## config.mk

```make
export PLATFORM = sky130hd
export DESIGN_NAME = ext_ref_switch
export DESIGN_NICKNAME = d
export VERILOG_FILES = /design/src/rtl/ers_pkg.sv /design/src/rtl/ers_rst_sync.sv /design/src/rtl/ers_bit_sync.sv /design/src/rtl/ers_cfg.sv /design/src/rtl/ers_pick.sv /design/src/rtl/ext_ref_switch.sv
export SDC_FILE = /design/constraint.sdc
export NUM_CORES = 1
export LEC_CHECK = 0
export CORE_AREA = 8 8 45 47
export CTS_BUF_LIST = sky130_fd_sc_hd__clkbuf_4
export CTS_CLUSTER_SIZE = 8
export DETAILED_ROUTE_END_ITERATION = 10
export DIE_AREA = 0 0 53 55
export GPL_TIMING_DRIVEN = 0
export SLEW_MARGIN = 0
export SYNTH_ARGS = -nofsm -noshare
export SYNTH_HDL_FRONTEND = slang
export SYNTH_SLANG_ARGS = --single-unit
```

## constraint.sdc

```tcl
create_clock -name clk -period 1.7 [get_ports clk]
set_clock_uncertainty 0.1 [all_clocks]
set_input_delay 0.255 -clock clk [delete_from_list [all_inputs] [get_ports clk]]
set_output_delay 0.255 -clock clk [all_outputs]
set_load 0.01 [all_outputs]
```

## src/rtl/ers_pkg.sv

```systemverilog
`timescale 1ns/1ps
package ers_pkg;
  localparam int IDX_W = 4;
  localparam logic [IDX_W-1:0] IDX_NONE    = 4'd0;
  localparam logic [IDX_W-1:0] IDX_HI_MAIN = 4'd3;
  localparam logic [IDX_W-1:0] IDX_LO_MAIN = 4'd4;
  localparam logic [IDX_W-1:0] IDX_HI_ALT  = 4'd5;
  localparam logic [IDX_W-1:0] IDX_LO_ALT  = 4'd6;

  typedef struct packed {
    logic mode_en;
    logic tol_wide;
  } ers_cfg_t;
endpackage

```

## src/rtl/ers_rst_sync.sv

```systemverilog
`timescale 1ns/1ps
module ers_rst_sync #(
  parameter int STAGES = 2
) (
  input  logic clk,
  input  logic rst_n,
  output logic rst_ok
);
  logic [STAGES-1:0] pipe_q;
  logic [STAGES-1:0] pipe_d;

  always_comb begin
    pipe_d = {pipe_q[STAGES-2:0], 1'b1};
  end

  always_ff @(posedge clk or negedge rst_n) begin
    if (!rst_n) pipe_q <= '0;
    else        pipe_q <= pipe_d;
  end

  assign rst_ok = pipe_q[STAGES-1];
endmodule

```

## src/rtl/ers_bit_sync.sv

```systemverilog
`timescale 1ns/1ps
module ers_bit_sync #(
  parameter int STAGES = 2
) (
  input  logic clk,
  input  logic d,
  output logic q
);
  logic [STAGES-1:0] sh_q;
  logic [STAGES-1:0] sh_d;

  always_comb begin
    sh_d = {sh_q[STAGES-2:0], d};
  end

  // Not reset: it must carry the pin level while reset is held.
  always_ff @(posedge clk) begin
    sh_q <= sh_d;
  end

  assign q = sh_q[STAGES-1];
endmodule

```

## src/rtl/ers_cfg.sv

```systemverilog
`timescale 1ns/1ps
module ers_cfg import ers_pkg::*; (
  input  logic     clk,
  input  logic     rst_ok,
  input  logic     pin_s,
  input  logic     wr_en,
  input  ers_cfg_t wr_data,
  output ers_cfg_t cfg_q
);
  ers_cfg_t cfg_d;
  logic     load;

  always_comb begin
    load  = !rst_ok || wr_en;
    cfg_d = cfg_q;
    if (!rst_ok) begin
      cfg_d.mode_en  = pin_s;
      cfg_d.tol_wide = pin_s;
    end else if (wr_en) begin
      cfg_d = wr_data;
    end
  end

  // The default is the pin level, so loading happens on the clock.
  always_ff @(posedge clk) begin
    if (load) cfg_q <= cfg_d;
  end
endmodule

```

## src/rtl/ers_pick.sv

```systemverilog
`timescale 1ns/1ps
module ers_pick import ers_pkg::*; #(
  parameter int PRIO_W = 4
) (
  input  logic              active,
  input  logic              mode_en,
  input  logic              pin_s,
  input  logic [PRIO_W-1:0] prio_hi_main,
  input  logic [PRIO_W-1:0] prio_lo_main,
  output logic [IDX_W-1:0]  force_idx
);
  logic [IDX_W-1:0] hi_pick;
  logic [IDX_W-1:0] lo_pick;

  always_comb begin
    hi_pick = (prio_hi_main != '0) ? IDX_HI_MAIN : IDX_HI_ALT;
    lo_pick = (prio_lo_main != '0) ? IDX_LO_MAIN : IDX_LO_ALT;
    if (active && mode_en) force_idx = pin_s ? hi_pick : lo_pick;
    else                   force_idx = IDX_NONE;
  end
endmodule

```

## src/rtl/ext_ref_switch.sv

```systemverilog
`timescale 1ns/1ps
module ext_ref_switch import ers_pkg::*; #(
  parameter int PRIO_W      = 4,
  parameter int SYNC_STAGES = 2
) (
  input  logic              clk,
  input  logic              rst_n,
  input  logic              sel_pin,
  input  logic [PRIO_W-1:0] prio_hi_main,
  input  logic [PRIO_W-1:0] prio_lo_main,
  input  logic              cfg_we,
  input  logic              cfg_mode_en,
  input  logic              cfg_tol_wide,
  output logic [IDX_W-1:0]  force_idx,
  output logic              tol_wide
);
  logic     rst_ok;
  logic     pin_s;
  logic     mode_en;
  ers_cfg_t wr_data;
  ers_cfg_t cfg_q;

  ers_rst_sync #(.STAGES(SYNC_STAGES)) u_rst (
    .clk(clk), .rst_n(rst_n), .rst_ok(rst_ok)
  );

  ers_bit_sync #(.STAGES(SYNC_STAGES)) u_pin (
    .clk(clk), .d(sel_pin), .q(pin_s)
  );

  always_comb begin
    wr_data.mode_en  = cfg_mode_en;
    wr_data.tol_wide = cfg_tol_wide;
  end

  ers_cfg u_cfg (
    .clk(clk), .rst_ok(rst_ok), .pin_s(pin_s),
    .wr_en(cfg_we), .wr_data(wr_data), .cfg_q(cfg_q)
  );

  assign mode_en  = cfg_q.mode_en;
  assign tol_wide = cfg_q.tol_wide;

  ers_pick #(.PRIO_W(PRIO_W)) u_pick (
    .active(rst_ok), .mode_en(mode_en), .pin_s(pin_s),
    .prio_hi_main(prio_hi_main), .prio_lo_main(prio_lo_main),
    .force_idx(force_idx)
  );
endmodule

```

Word-level counts from Yosys, hierarchy flattened
Index checks and enable logic that the tools add are counted.
{ "word_totals": {"reg_bits": 6, "in_bits": 14, "out_inout_bits": 5, "word_cells": 17} }
{ "op_classes": {"n_eq_ne": 1, "n_mux": 6, "n_reduce_logical": 6} }
{ "op_table": {"columns": ["cell", "n"], "rows": [
  ["$mux 4", 2],
  ["$reduce_bool 4->1", 2],
  ["$mux 2", 3],
  ["$mux 3", 1],
  ["$ne 2x2->1 const B", 1],
  ["$reduce_and 2->1", 1],
  ["$logic_and 1x1->1", 1],
  ["$logic_not 1->1", 1],
  ["$logic_or 1x1->1", 1]
]} }

Logic depth before layout (Yosys ltp)
{ "depth": {"word_depth": 4, "ltp_mapped": 2, "mapped_depth_nobuf": 2} }

Cells and area by module
From an unflattened synthesis, not the netlist that was laid out.
{ "hier_totals": {"cells_unflattened": 20, "hier_area_um2": 255.2} }
{ "by_module_without_submodules": {"columns": ["module", "instances", "cells_each", "area_each_um2", "seq_area_each_um2"], "rows": [
  ["ers_cfg", 1, 5, 88.8, 60.1],
  ["ers_pick", 1, 10, 72.6, 0.0],
  ["ers_rst_sync", 1, 3, 53.8, 50.0],
  ["ers_bit_sync", 1, 2, 40.0, 40.0]
]} }

Worst setup path before layout
No wires, ideal clock.
{ "synth_path": {"path_kind": "register to output", "start": "register u_pin.sh_q[1]", "end": "output force_idx[1]", "t_arrival_ns": 1.064, "required_ns": 1.345, "setup_slack_ns": 0.281, "path_stages_with_launch": 3, "n_path_buf": 0, "cell_sequence": "dfxtp_1 -> or4_1 -> o22ai_1"} }
{ "synth_between": {"elab_chain_cells": 2} }
{ "synth_lines": {"columns": ["item", "line_no", "text"], "rows": [
  ["start, declared", "ers_bit_sync.sv:9", "logic [STAGES-1:0] sh_q;"],
  ["start signal, assigned", "ers_bit_sync.sv:18", "sh_q <= sh_d;"],
  ["$mux 4 (2 in series)", "ers_pick.sv:18", "if (active && mode_en) force_idx = pin_s ? hi_pick : lo_pick;"],
  ["end, declared", "ext_ref_switch.sv:14", "output logic [IDX_W-1:0] force_idx,"]
]} }
Every way passes these cells.

Worst setup path in the final report
{ "layout_path": {"start": "input prio_lo_main[1]", "end": "output force_idx[1]"} }
{ "layout_between": {"elab_chain_cells": 4} }
{ "layout_lines": {"columns": ["item", "line_no", "text"], "rows": [
  ["start, declared", "ext_ref_switch.sv:10", "input logic [PRIO_W-1:0] prio_lo_main,"],
  ["$reduce_bool 4->1", "ers_pick.sv:17", "lo_pick = (prio_lo_main != '0) ? IDX_LO_MAIN : IDX_LO_ALT;"],
  ["$mux 2", "ers_pick.sv:17", null],
  ["$mux 4 (2 in series)", "ers_pick.sv:18", null]
]} }
Every way passes these cells.

==> impl_metrics.csv <==
group,metric,value,unit
worst_setup_path,cp_top_family,"simple AND/OR/NAND/NOR gates",
power,pwr-share-seq,0.427,
die,initial_core_util,0.176,
place,portBuffers,17,
final_layout,multi_input_area,104,µm²
clock_tree,htreeDepth,1,
grt,grtUsageTotal,0.0499,
clock_tree,ctsHoldBuffers,0,
grt,grt_pass1_wl,1020,µm
worst_setup_path,worstSetupPathType,"in -> out",
worst_hold_path,holdCritPathClass,"in -> async",
final_layout,regArea,153,µm²
place,dp_hpwl,527,µm
timing,final_hold_viol_count,0,
final_layout,antenna_cells,0,
timing,post-route-period-util,0.976,
final_layout,fin_nets,60,
worst_setup_path,path_buf_inv,2,
power,internal_power,0.307,mW
clock_tree,cts_sinks,6,
worst_setup_path,crit_required,1.34,ns
grt,grt_overflow,0,
logic_synthesis,syn_nets,37,
power,p_switching,0.0816,mW
die,die_area,2920,µm²
power,pwr-share-clk,0.410,
route,num_vias,243,
die,dieHeight,55,µm
worst_setup_path,rrSetupSlack,0.62,ns
worst_setup_path,end_kind,"output pin",
timing,fin_crit,1.66,ns
die,die_w,53,µm
worst_setup_path,cp_slowest_stage_delay,0.50,ns
power,irDropWorstVdd,295,µV
die,io_pins,19,
grt,grt_pass1_vias,275,
flow_run,cap_violations,0,
power,power.leakage,0.258,nW
route,wirelength,681,µm
final_layout,syn2layout_area_growth,102,%
worst_setup_path,slowest_stage,"or4_4",
logic_synthesis,netlist_area,244,µm²
logic_synthesis,synth_seq_cells,6,
worst_setup_path,critPathMaxFanout,1,
route,first_pass_iters,1,
power,total_power,0.389,mW
timing,timing.fmax,0.603,GHz
die,rows,14,
final_layout,drive_above_1_share,0.289,
grt,antenna_found_initial,0,
route,avgViaCountPerCell,3.98,
die,core_area,1380,µm²
route,ant_nets,0,
logic_synthesis,ys_types,15,
clock_tree,clock-root-buffer,"clkbuf_4",
status,status,"finished, final reports clean",
clock_tree,clkLatencyLatePin,0.25,ns
logic_synthesis,yosysSeqAreaShare,0.615,
timing,hold_slack,0.0660,ns
clock_tree,cts_tree,"done",
power,sw_frac_of_total,0.210,
route,dr.first_iter.drc_count,0,
final_layout,fillers,147,
power,p_per_area,789,nW/µm²
logic_synthesis,synth_area_per_cell,10.6,µm²
worst_setup_path,crit_chain,"dlygate4sd2_1 > or4_4 > o22ai_2 > buf_2",
logic_synthesis,postSynthCellCount,23,
route,drc,0,
grt,grt_max_degree,7,
clock_tree,clockBufferDepth,2,
timing,rsz0062_at_grt,"yes",
clock_tree,numCtsBuffers,3,
route,wl_per_cell,11.2,µm
worst_setup_path,cp-start-kind,"input port",
logic_synthesis,synth_warnings,0,
timing,setup_viol,0,
worst_setup_path,arrival,1.30,ns
place,gp_congestion,0.645,
power,combPwrFrac,0.163,
timing,final_max_slew_viol_count,0,
clock_tree,cts.clk_slew.worst_paths,0.05,ns
-- cells by family (layout without fill, tap and decap cells) --
kind of cell | count (synthesis) | count (layout) | synth area share
AND/OR/NAND/NOR | 10 | 10 | 0.226
AO/OA/AOI/OAI | 2 | 2 | 0.0667
buffers and inverters | 3 | 25 | 0.0616
flip-flops | 6 | 6 | 0.615
other | 2 | 2 | 0.0308
-- layout by cell type, fill, tap and decap left out, drive strengths merged --
master	instances
nand2b	1
nand2	4
inv	2
or4	1
dlymetal6s2s	3
nand3b	1
nor4	1
conb	2
clkbuf	4
clkdlybuf4s50	9
or2b	1
o22ai	1
dlygate4sd2	3
o211a	1
edfxtp	2
nand3	1
buf	4
dfxtp	2
dfrtp	2
-- final cells by class --
class,count,area share
timing repair buffer,18,0.348
buffer,1,0.0152
clock buffer,4,0.0609
multi-input combinational,14,0.211
tap,16,0.0406
inverter,2,0.0152
sequential,6,0.310
-- registers in the layout, indices dropped and copies added, names as in the netlist --
signal	cells
u_cfg.cfg_q	2
u_pin.sh_q	2
u_rst.pipe_q	2
-- metal layers --
metal  global-route usage  wire length [µm]  vias to the layer above
met1               0.0368               212                      107
met3               0.0428               144                        2
li1                     -                 -                      118
met4               0.0517                15                        0
met2               0.0762               308                       16
met5                    0                 0                        -
-- through the flow --
stage / setup TNS (ns) / setup WS (ns) / util / area, µm² / cells
floorplan: 0 / 0.281 / - / 244 / 23
global placement: -0.951 / -0.540 / 0.314 / 434 / 56
detailed placement: -1.00 / -0.550 / 0.314 / 434 / 56
CTS: -0.0721 / -0.0721 / 0.337 / 467 / 61
global route: -0.00652 / -0.00652 / 0.356 / 493 / 61
finish: 0 / 0.0403 / 0.356 / 493 / 61
-- power groups by stage --
stage	sequential (mW)	clock (mW)	combinational, mW
after CTS	0.166	0.171	0.0607
final	0.166	0.159	0.0636
after global routing	0.167	0.180	0.0695
after detailed placement	0.169	0	0.0610
after floorplan	0.169	0	0.0155
after global placement	0.169	0	0.0603
-- Yosys cell counts --
cell      number  area, µm²
nand2_1        4       15.0
conb_1         2       7.51
dfrtp_1        2       50.1
dfxtp_1        2       40.0
edfxtp_1       2       60.1
inv_1          2       7.51
buf_4          1       7.51
nand2b_1       1       6.26
nand3_1        1       5.00
nand3b_1       1       7.51
nor4_1         1       6.26
o211a_1        1       10.0
o22ai_1        1       6.26
or2b_1         1       7.51
or4_1          1       7.51
-- path summary, 6_finish.rpt --
| path | startpoint | end | cells after the start |
|---|---|---|---|
| setup / recovery | prio_lo_main[1] | force_idx[1] | 4 |
| hold / removal | rst_n | u_rst.pipe_q[0]$_DFF_PN0_ | 1 |
| setup reg to reg | u_rst.pipe_q[1]$_DFF_PN0_ | u_cfg.cfg_q[1]$_DFFE_PP_ | 3 |
| hold reg to reg | u_pin.sh_q[0]$_DFF_P_ | u_pin.sh_q[1]$_DFF_P_ | 0 |
| max in group asynchronous | rst_n | u_rst.pipe_q[1]$_DFF_PN0_ | 1 |
| min in group clk | u_pin.sh_q[0]$_DFF_P_ | u_pin.sh_q[1]$_DFF_P_ | 0 |
-- worst reg2reg max path, stage by stage (launching register included) --
cell and delay (ns):
dfrtp_2 0.40, buf_4 0.15, or2b_1 0.23, nand2_1 0.06
-- repair_timing --
item / CTS / global route
endpoints found under the hold margin: 0 / 0
pin swaps: 4 / 4
buffers inserted: 1 / 0
resized for setup: 14 / 6
setup endpoints to repair: 3 / 3
(Power assumes the default switching activity.)
